===== src/rtl/tas_pkg.sv =====
// Shared types and display codes for the time and alarm setting menu.
// Assumes digit codes are 4-bit and values fit in two BCD digits.
package tas_pkg;
    typedef logic [3:0] nib_t;

    typedef struct packed {
        nib_t tens;
        nib_t units;
    } bcd2_t;

    localparam int NUM_FIELDS = 6;

    localparam nib_t GLY_CLOCK  = 4'b1110;
    localparam nib_t GLY_ALARM  = 4'b1101;
    localparam nib_t GLY_HOUR   = 4'b1010;
    localparam nib_t GLY_MINUTE = 4'b1011;
    localparam nib_t GLY_SECOND = 4'b1100;
    localparam nib_t GLY_BLANK  = 4'b1111;
endpackage


===== src/rtl/bcd_wrap_counter.sv =====
// Two-digit BCD counter that steps by one on an enable and wraps from
// LIMIT-1 to zero. Assumes 2 <= LIMIT <= 100. Reset is synchronous, active low.
module bcd_wrap_counter
    import tas_pkg::*;
#(
    parameter int LIMIT = 60
) (
    input  logic  clk,
    input  logic  rst_n,
    input  logic  step,
    output bcd2_t value
);
    localparam int   TOP   = LIMIT - 1;
    localparam nib_t TOP_T = nib_t'(TOP / 10);
    localparam nib_t TOP_U = nib_t'(TOP % 10);

    logic at_top;
    logic units_nine;

    // Purpose: flag the wrap point and the units carry point.
    always_comb begin
        at_top     = (value.tens == TOP_T) && (value.units == TOP_U);
        units_nine = (value.units == 4'd9);
    end

    // Purpose: hold the value, step it with carry and wrap.
    always_ff @(posedge clk) begin
        if (!rst_n) begin
            value <= '0;
        end else if (step) begin
            if (at_top) begin
                value <= '0;
            end else if (units_nine) begin
                value.tens  <= value.tens + 4'd1;
                value.units <= 4'd0;
            end else begin
                value.units <= value.units + 4'd1;
            end
        end
    end

    // reset clears the value
    a_r9_reset_clear: assert property (@(posedge clk)
        !rst_n |=> (value == '0));

    // the value holds without a step
    a_r10_hold_no_step: assert property (@(posedge clk) disable iff (!rst_n)
        !step |=> $stable(value));

    // a step from the last legal value lands on zero
    a_r6_wrap_to_zero: assert property (@(posedge clk) disable iff (!rst_n)
        (step && value.tens == TOP_T && value.units == TOP_U) |=> (value == '0));

    // the value stays a legal BCD number below LIMIT
    a_r7_in_range: assert property (@(posedge clk) disable iff (!rst_n)
        (value.units <= 4'd9) &&
        ((value.tens < TOP_T) || (value.tens == TOP_T && value.units <= TOP_U)));
endmodule


===== src/rtl/field_mode_decode.sv =====
// Turns the 3-bit mode code into a one-hot field select and the two menu
// glyphs. Codes 000 and 111 select nothing. Purely combinational.
module field_mode_decode
    import tas_pkg::*;
(
    input  logic [2:0]            mode_code,
    output logic [NUM_FIELDS-1:0] sel,
    output logic                  active,
    output nib_t                  tag_a,
    output nib_t                  tag_b
);
    // Purpose: decode the mode into a field select and glyph pair.
    always_comb begin
        sel    = '0;
        active = 1'b0;
        tag_a  = GLY_BLANK;
        tag_b  = GLY_BLANK;
        if (mode_code != 3'b000 && mode_code != 3'b111) begin
            active = 1'b1;
            sel    = NUM_FIELDS'(1) << (mode_code - 3'd1);
            tag_a  = mode_code[2] ? GLY_ALARM : GLY_CLOCK;
            case (mode_code)
                3'b001, 3'b100: tag_b = GLY_HOUR;
                3'b010, 3'b101: tag_b = GLY_MINUTE;
                default:        tag_b = GLY_SECOND;
            endcase
        end
    end
endmodule


===== src/rtl/digit_mux.sv =====
// Picks the selected field from a one-hot select and produces the four
// display digits. Blanks every digit when no field is active.
module digit_mux
    import tas_pkg::*;
(
    input  bcd2_t                 fields [NUM_FIELDS],
    input  logic [NUM_FIELDS-1:0] sel,
    input  logic                  active,
    input  nib_t                  tag_a,
    input  nib_t                  tag_b,
    output nib_t                  d_tag_a,
    output nib_t                  d_tag_b,
    output nib_t                  d_tens,
    output nib_t                  d_units
);
    bcd2_t picked;

    // Purpose: AND-OR select of the chosen field.
    always_comb begin
        picked = '0;
        for (int i = 0; i < NUM_FIELDS; i++) begin
            picked = picked | (fields[i] & {8{sel[i]}});
        end
    end

    // Purpose: drive the digits, or blank them when idle.
    always_comb begin
        if (active) begin
            d_tag_a = tag_a;
            d_tag_b = tag_b;
            d_tens  = picked.tens;
            d_units = picked.units;
        end else begin
            d_tag_a = GLY_BLANK;
            d_tag_b = GLY_BLANK;
            d_tens  = GLY_BLANK;
            d_units = GLY_BLANK;
        end
    end
endmodule


===== src/rtl/time_alarm_setter.sv =====
// Time and alarm setting menu: six BCD fields, one edited at a time,
// chosen by the mode code and stepped when the tick meets the held button.
// Assumes slow_tick is a one-cycle pulse in the clk domain.
module time_alarm_setter
    import tas_pkg::*;
#(
    parameter int HOUR_LIMIT   = 24,
    parameter int MINSEC_LIMIT = 60
) (
    input  logic       clk,
    input  logic       rst_n,
    input  logic       slow_tick,
    input  logic       inc_hold,
    input  logic [2:0] mode_code,
    output logic [3:0] disp_tag_a,
    output logic [3:0] disp_tag_b,
    output logic [3:0] disp_tens,
    output logic [3:0] disp_units,
    output logic [7:0] clk_hours,
    output logic [7:0] clk_minutes,
    output logic [7:0] clk_seconds,
    output logic [7:0] alm_hours,
    output logic [7:0] alm_minutes,
    output logic [7:0] alm_seconds
);
    localparam int UNITS_PER_GROUP = 3;

    logic [NUM_FIELDS-1:0] sel;
    logic                  active;
    nib_t                  tag_a;
    nib_t                  tag_b;
    logic                  bump;
    bcd2_t                 field_val [NUM_FIELDS];

    field_mode_decode u_decode (
        .mode_code (mode_code),
        .sel       (sel),
        .active    (active),
        .tag_a     (tag_a),
        .tag_b     (tag_b)
    );

    // Purpose: an edit step needs both the tick and the held button.
    always_comb bump = slow_tick && inc_hold;

    for (genvar gi = 0; gi < NUM_FIELDS; gi++) begin : g_field
        localparam int LIM = ((gi % UNITS_PER_GROUP) == 0) ? HOUR_LIMIT : MINSEC_LIMIT;
        bcd_wrap_counter #(.LIMIT(LIM)) u_cnt (
            .clk   (clk),
            .rst_n (rst_n),
            .step  (bump && sel[gi]),
            .value (field_val[gi])
        );
    end

    digit_mux u_mux (
        .fields  (field_val),
        .sel     (sel),
        .active  (active),
        .tag_a   (tag_a),
        .tag_b   (tag_b),
        .d_tag_a (disp_tag_a),
        .d_tag_b (disp_tag_b),
        .d_tens  (disp_tens),
        .d_units (disp_units)
    );

    // Purpose: bring the stored values out as BCD pairs.
    always_comb begin
        clk_hours   = field_val[0];
        clk_minutes = field_val[1];
        clk_seconds = field_val[2];
        alm_hours   = field_val[3];
        alm_minutes = field_val[4];
        alm_seconds = field_val[5];
    end

    // at most one field is selected
    a_r1_single_select: assert property (@(posedge clk) disable iff (!rst_n)
        $onehot0(sel));

    // the clock glyph shows on the display in clock modes
    a_r2_clock_glyph: assert property (@(posedge clk) disable iff (!rst_n)
        (mode_code inside {3'b001, 3'b010, 3'b011}) |-> (disp_tag_a == GLY_CLOCK));

    // the digits follow the edited value in a clock-hours mode
    a_r4_hours_digits: assert property (@(posedge clk) disable iff (!rst_n)
        (mode_code == 3'b001) |-> ({disp_tens, disp_units} == clk_hours));

    // idle codes blank all four digits
    a_r8_idle_blank: assert property (@(posedge clk) disable iff (!rst_n)
        (mode_code == 3'b000 || mode_code == 3'b111) |->
        ({disp_tag_a, disp_tag_b, disp_tens, disp_units} == 16'hFFFF));

    // idle codes freeze every field
    a_r8_idle_frozen: assert property (@(posedge clk) disable iff (!rst_n)
        (mode_code == 3'b000 || mode_code == 3'b111) |=>
        ($stable(clk_hours) && $stable(clk_minutes) && $stable(clk_seconds) &&
         $stable(alm_hours) && $stable(alm_minutes) && $stable(alm_seconds)));

    // no step without both tick and button
    a_r10_no_bump_stable: assert property (@(posedge clk) disable iff (!rst_n)
        !(slow_tick && inc_hold) |=>
        ($stable(clk_hours) && $stable(alm_hours) && $stable(clk_minutes) &&
         $stable(alm_minutes) && $stable(clk_seconds) && $stable(alm_seconds)));
endmodule


===== config.mk =====
export PLATFORM = sky130hd
export DESIGN_NAME = time_alarm_setter
export DESIGN_NICKNAME = d
export VERILOG_FILES = /design/src/rtl/tas_pkg.sv /design/src/rtl/bcd_wrap_counter.sv /design/src/rtl/field_mode_decode.sv /design/src/rtl/digit_mux.sv /design/src/rtl/time_alarm_setter.sv
export SDC_FILE = /design/constraint.sdc
export NUM_CORES = 1
export LEC_CHECK = 0
export BUFFER_PORTS_ARGS = -buffer_cell sky130_fd_sc_hd__buf_2
export CAP_MARGIN = 40
export CORE_MARGIN = 5
export CORE_UTILIZATION = 59
export CTS_BUF_LIST = sky130_fd_sc_hd__clkbuf_16
export CTS_CLUSTER_SIZE = 10
export DETAILED_ROUTE_END_ITERATION = 10
export PLACE_DENSITY = 0.88
export SLEW_MARGIN = 20
export SYNTH_ARGS = -nofsm -noshare
export SYNTH_HDL_FRONTEND = slang
export SYNTH_SLANG_ARGS = --single-unit

===== constraint.sdc =====
create_clock -name clk -period 4.6 [get_ports clk]
set_input_delay 0 -clock clk [delete_from_list [all_inputs] [get_ports clk]]
set_output_delay 0 -clock clk [all_outputs]
set_load 0.01 [all_outputs]

* Word level (Yosys, flattened, before mapping) *
Index checks and enable logic that the tools add are counted.

storage, ports and cells
  latch bits = 0
  register bits = 48
  bits of input ports = 7
  memories = 0
  bits in read-only memories = 0
  bits in writable memories = 0
  output and inout port bits = 64

operators by class
  multipliers = 0
  shift-type cells = 1
  add/subtract/negate cells = 13
  bitwise operators = 11
  mux-type cells = 28
  div/mod/pow operators = 0
  magnitude comparators = 0
  reductions and logical operators = 29
  equality and inequality tests = 19

operators with widths
  operator               count
  $mux W4                18
  $add A4 B1 Y4 const B  12
  $and A8 B8 Y8          6
  $mux W8                6
  $or A8 B8 Y8           5
  $eq A4 B4 Y1 const B   6
  $eq A4 B2 Y1 const B   4
  $eq A4 B3 Y1 const B   4
  $logic_and A1 B1 Y1    14
  $reduce_and A2 Y1      6
  $reduce_bool A2 Y1     6
  $eq A3 B3 Y1 const B   2
  $mux W6                1
  $pmux W3 S2            1
  $shl A1 B3 Y6 const A  1
  $reduce_or A2 Y1       2
  $eq A3 B1 Y1 const B   1
  $eq A3 B2 Y1 const B   1
  $ne A3 B3 Y1 const B   1
  $reduce_bool A3 Y1     1
  $sub A3 B1 Y3 const B  1
  $mux W2                1
  $mux W1                1

* Longest topological paths before layout *
  depth after elaboration = 10
  depth in mapped cells = 10
  gate-level depth less buffers = 6

* Modules after synthesis *
A second synthesis with hierarchy kept.

second synthesis, totals
  cells, all modules = 328
  area total of the unflattened synthesis = 3014.1 um2

modules (own cells, without submodules)
  module                                   seq. area each (um2)  area an instance (um2)  cells an instance  times used
  bcd_wrap_counter (g_field[1].u_cnt ...)  160.2                 406.6                   40                 4
  bcd_wrap_counter (g_field[0].u_cnt ...)  160.2                 431.7                   46                 2
  digit_mux                                0.0                   329.1                   47                 1
  field_mode_decode                        0.0                   157.7                   23                 1
  time_alarm_setter                        0.0                   37.5                    6                  1

* Least setup slack after synthesis *
No wires, ideal clock.

  path kind = in2reg
  start point = input mode_code[2]
  end point = register g_field[3].u_cnt.value[6] in the netlist's numbering
  data arrival time = 2155 ps
  path slack = 2375 ps
  data required time = 4530 ps
  library setup time = 70 ps
  stages = 10
  path through = buf_1 -> clkbuf_1 -> inv_1 -> ha_1 -> buf_2 -> nor2_1 -> nand3_2 -> buf_6 -> or4_1 -> a21oi_1

between the ends
  word-level cells in the longest chain between the ends = 5
  elaborated cells on any way between the ends = 8
  those cells by class = 1 x add/sub; 1 x eq/ne; 1 x shift; 1 x mux; 4 x reduce/logical

ends and longest elaborated chain
  element                                                      RTL line                                          source
  start, declared                                              time_alarm_setter.sv:14                           input logic [2:0] mode_code,
  $sub A3 B1 Y3 (tied with other cells)                        field_mode_decode.sv:20                           sel = NUM_FIELDS'(1) << (mode_code - 3'd1);
  $shl A1 B3 Y6 / $logic_and A1 B1 Y1 (equally long branches)  field_mode_decode.sv:20, field_mode_decode.sv:18
  $mux W6 *                                                    field_mode_decode.sv:18                           if (mode_code != 3'b000 && mode_code != 3'b111) begin
  $logic_and A1 B1 Y1 *                                        time_alarm_setter.sv:51                           .step (bump && sel[gi]),
  $reduce_and A2 Y1 (no line) *                                n/a
  end, declared                                                bcd_wrap_counter.sv:11                            output bcd2_t value

Mark *: on every way between the ends. The rest lies on a longest branch, timed or not.
A chain may end at the register's enable or synchronous reset.

* Final worst setup path *
  start point = input mode_code[1]
  end point = output disp_units[1]

between the ends
  word-level cells in the longest chain between the ends = 10
  elaborated cells on any way between the ends = 19
  those cells by class = 1 x add/sub; 1 x eq/ne; 1 x shift; 3 x mux; 11 x bitwise; 2 x reduce/logical

ends and longest elaborated chain
  element                                                      RTL line                                          source
  $sub A3 B1 Y3 (tied with other cells)                        field_mode_decode.sv:20
  $shl A1 B3 Y6 / $logic_and A1 B1 Y1 (equally long branches)  field_mode_decode.sv:20, field_mode_decode.sv:18
  $mux W6                                                      field_mode_decode.sv:18
  $and A8 B8 Y8                                                digit_mux.sv:22                                   picked = picked | (fields[i] & {8{sel[i]}});
  $or A8 B8 Y8 (5 in series)                                   digit_mux.sv:22
  $mux W4 *                                                    digit_mux.sv:28                                   if (active) begin
  end, declared                                                time_alarm_setter.sv:18                           output logic [3:0] disp_units,

Marks and branches as above.

==> qor.json <==
{
  "worst_setup_path": {
    "arr_time_crit_path_ns": 2.34,
    "crit_path_frequent_cell": "sky130_fd_sc_hd__buf_2",
    "criticalPathCategory": "in -> out",
    "worstSetupStartpointType": "input pin",
    "critical_path.slowest_cell": "sky130_fd_sc_hd__a222oi_1",
    "critical_path.top_delay_family": "buffers and inverters",
    "timing.critical_path.slowest_cell_delay_ns": 0.45,
    "crit_required_ns": 4.60,
    "timing.critical_path.fanout_max": 38,
    "critical_path.cell_chain": "buf_2 -> or2_2 -> ha_1 -> buf_4 -> and4bb_2 -> a222oi_1 -> o21ai_0 -> buf_2",
    "endpoint_kind": "output port",
    "critical_path_buf_inv_count": 3
  },
  "cts": {
    "tritoncts.num_buffers": 5,
    "cts_resized": 0,
    "clkTransAtPathRegs_ns": 0.06,
    "post_cts_buffers": 0,
    "ctsLongestPathBuffers": 2,
    "postCtsHoldBufs": 0,
    "clk_latency_ns": 0.29,
    "cts_h_tree_depth": 2,
    "cts.root.buffer_cell": "sky130_fd_sc_hd__clkbuf_16",
    "cts.sink_count": 48,
    "tritoncts_clock_tree": "done"
  },
  "layout": {
    "fillerInstances": 449,
    "areaGrowthSynthToFinish_pct": 14.8,
    "drive_gt1_frac": 0.205,
    "most_flops_register": "g_field.u_cnt.value",
    "antenna-diode-count": 0,
    "largest_register_ff_count": 48,
    "final_cells": 509,
    "nNetsFinal": 462,
    "layout_top_registers": "g_field.u_cnt.value: 48 flops"
  },
  "yosys": {
    "synth.avg_cell_area_um2": 8.19,
    "yosys_warns": 0,
    "post_synthesis_cell_count": 383,
    "synth_enable_flop_cells": 0,
    "ys_seq_area_frac": 0.306,
    "ys_async_rst_share": 0,
    "syn-cell-area_um2": 3140,
    "synthDistinctLibCells": 57,
    "ffs_latches_synth": 48,
    "dominantRegCellSynth": "sky130_fd_sc_hd__dfxtp_1"
  },
  "power_and_ir_drop": {
    "maximum_resistive_drop_on_vdd_v": 0.000213,
    "power.density_cell_area_nw_per_um2": 238,
    "total_power_uw": 856,
    "static-leakage-power_nw": 1.48
  },
  "die": {
    "start_util": 0.610,
    "die_h_um": 82.9,
    "rows": 26,
    "num_io_pins": 71,
    "design.die.area_um2": 6870,
    "die_width_um": 82.9,
    "design.core.area_um2": 5140
  },
  "timing": {
    "setup_violations": 0,
    "timing_hold_violations_final": 0,
    "number_of_max_slew_violations_in_the_final_report": 0,
    "period_share": 0.509,
    "tightest_slew_ns": 0.578,
    "finalCriticalPeriod_ns": 2.34,
    "relSlewSlack": 0.613,
    "setup_total_negative_slack_ns": 0,
    "finClkSkew_ns": 0.00136,
    "fmax_mhz": 427,
    "rsz_0062_raised_after_global_routing": "no"
  },
  "job": {
    "cap_viol_max_count": 0
  },
  "placement": {
    "gp_congestion": 0.888,
    "placedCellCount": 501,
    "hpwl_mm": 5.93,
    "port-buffer-count": 67
  },
  "global_route": {
    "grt_start_max_net_pins": 39,
    "gr-total-overflow": 0,
    "grt_first_pass_wirelength_mm": 13.6,
    "antenna_found_initial": 0,
    "globalRouteTotalUtil": 0.233,
    "first_global_vias": 2837
  },
  "worst_hold_path": {
    "min-delay-path-class": "in -> reg"
  },
  "route": {
    "vias": 3144,
    "route.detailed.vias_per_inst": 6.18,
    "initialDrtViolationCount": 325,
    "ant_nets": 0,
    "routed_wire_length_per_instance_um": 16.2,
    "detailedRoute.firstPassIterationCount": 6,
    "detail_route.wirelength_mm": 8.23,
    "drcViolationCount": 0
  },
  "run_status": {
    "run_status": "finished clean"
  }
}
through the flow:
stage	hold slack [ns]	setup WS [ns]	instance area, um2	util
6_report	0.117	2.26	3600	0.700
5_1_grt	0.118	2.13	3600	0.700
4_1_cts	0.105	2.29	3600	0.700
3_5_place_dp	0.411	2.09	3460	0.674
3_3_place_gp	0.404	2.18	3460	0.674
2_1_floorplan	0.191	2.37	3140	-
power by group:
group,leakage (nW),internal (mW),switching (mW)
clock,0.0738,0.196,0.151
combinational,1.02,0.0307,0.0596
sequential,0.387,0.417,0.00236
synth_stat cells, types with 3 or more instances:
library cell / number / area share
sky130_fd_sc_hd__and3_1: 5 / 0.010
sky130_fd_sc_hd__o21ai_0: 23 / 0.037
sky130_fd_sc_hd__mux2i_1: 6 / 0.019
sky130_fd_sc_hd__clkbuf_1: 13 / 0.016
sky130_fd_sc_hd__dfxtp_1: 48 / 0.31
sky130_fd_sc_hd__ha_1: 17 / 0.068
sky130_fd_sc_hd__o31ai_1: 5 / 0.012
sky130_fd_sc_hd__inv_1: 17 / 0.020
sky130_fd_sc_hd__buf_4: 4 / 0.0096
sky130_fd_sc_hd__and3b_1: 6 / 0.017
sky130_fd_sc_hd__a311oi_1: 5 / 0.014
sky130_fd_sc_hd__nand2_1: 24 / 0.029
sky130_fd_sc_hd__nand4b_1: 5 / 0.014
sky130_fd_sc_hd__a222oi_1: 3 / 0.0096
sky130_fd_sc_hd__a31oi_1: 3 / 0.0060
sky130_fd_sc_hd__nor3_1: 5 / 0.0080
sky130_fd_sc_hd__o221ai_1: 5 / 0.014
sky130_fd_sc_hd__mux2_2: 5 / 0.018
sky130_fd_sc_hd__xnor2_1: 8 / 0.022
sky130_fd_sc_hd__nor4_1: 4 / 0.0080
sky130_fd_sc_hd__nand2b_1: 8 / 0.016
sky130_fd_sc_hd__nor4b_1: 3 / 0.0084
sky130_fd_sc_hd__or3_1: 7 / 0.014
sky130_fd_sc_hd__or4_1: 7 / 0.017
sky130_fd_sc_hd__a22oi_1: 4 / 0.0096
sky130_fd_sc_hd__a21oi_1: 34 / 0.054
sky130_fd_sc_hd__or2_2: 3 / 0.0060
sky130_fd_sc_hd__xor2_1: 8 / 0.022
sky130_fd_sc_hd__nor2_1: 33 / 0.040
sky130_fd_sc_hd__nor2b_1: 12 / 0.024
sky130_fd_sc_hd__nand3b_1: 3 / 0.0072
sky130_fd_sc_hd__nand3_1: 12 / 0.019
sky130_fd_sc_hd__nand4_1: 6 / 0.012
kinds of logic (layout without fill, tap and decap cells):
logic type | Yosys count | count (layout) | synth area share
compound gates | 92 | 92 | 0.184
xor+xnor | 16 | 16 | 0.0447
fa+ha+maj | 17 | 17 | 0.0678
buf+inv | 40 | 94 | 0.0583
flops | 48 | 48 | 0.306
mux | 11 | 11 | 0.0371
other cells | 1 | 3 | 0.00120
simple gates | 158 | 158 | 0.300
final cells by class:
cell class / instances / area [um2] / area share
Sequential cell: 48 / 961 / 0.267
Timing Repair Buffer: 69 / 350 / 0.0974
Inverter: 17 / 63.8 / 0.0177
Clock buffer: 5 / 125 / 0.0348
Clock inverter: 3 / 11.3 / 0.00313
Multi-Input combinational cell: 297 / 2000 / 0.556
Tap cell: 70 / 87.6 / 0.0243
layout by cell type, fill, tap and decap left out, types with 6 or more instances in the layout:
| cell | n |
|---|---|
| sky130_fd_sc_hd__buf_2 | 67 |
| sky130_fd_sc_hd__nor2_1 | 33 |
| sky130_fd_sc_hd__nand3_1 | 12 |
| sky130_fd_sc_hd__mux2i_1 | 6 |
| sky130_fd_sc_hd__nor2b_1 | 12 |
| sky130_fd_sc_hd__nand2_1 | 24 |
| sky130_fd_sc_hd__ha_1 | 17 |
| sky130_fd_sc_hd__or4_1 | 7 |
| sky130_fd_sc_hd__inv_1 | 19 |
| sky130_fd_sc_hd__xor2_1 | 8 |
| sky130_fd_sc_hd__xnor2_1 | 8 |
| sky130_fd_sc_hd__or3_1 | 7 |
| sky130_fd_sc_hd__a21oi_1 | 34 |
| sky130_fd_sc_hd__o21ai_0 | 23 |
| sky130_fd_sc_hd__and3b_1 | 6 |
| sky130_fd_sc_hd__nand2b_1 | 8 |
| sky130_fd_sc_hd__dfxtp_1 | 48 |
| sky130_fd_sc_hd__nand4_1 | 6 |
worst paths after layout:
kind,startpoint,endpoint,slack [ns],cells after the start
setup / recovery,mode_code[1],disp_units[1],2.26,8
hold / removal,rst_n,g_field[2].u_cnt.value[6],0.12,2
setup reg to reg,g_field[0].u_cnt.value[1],g_field[0].u_cnt.value[1],2.63,6
hold reg to reg,g_field[5].u_cnt.value[7],g_field[5].u_cnt.value[7],0.51,2
layer usage:
metal / track usage / wire length (um)
met5: 0 / 0
met4: 0.0921 / 235
met3: 0.0535 / 702
met2: 0.386 / 3890
met1: 0.294 / 3400
No activity file was read; power rests on OpenSTA's default activity.
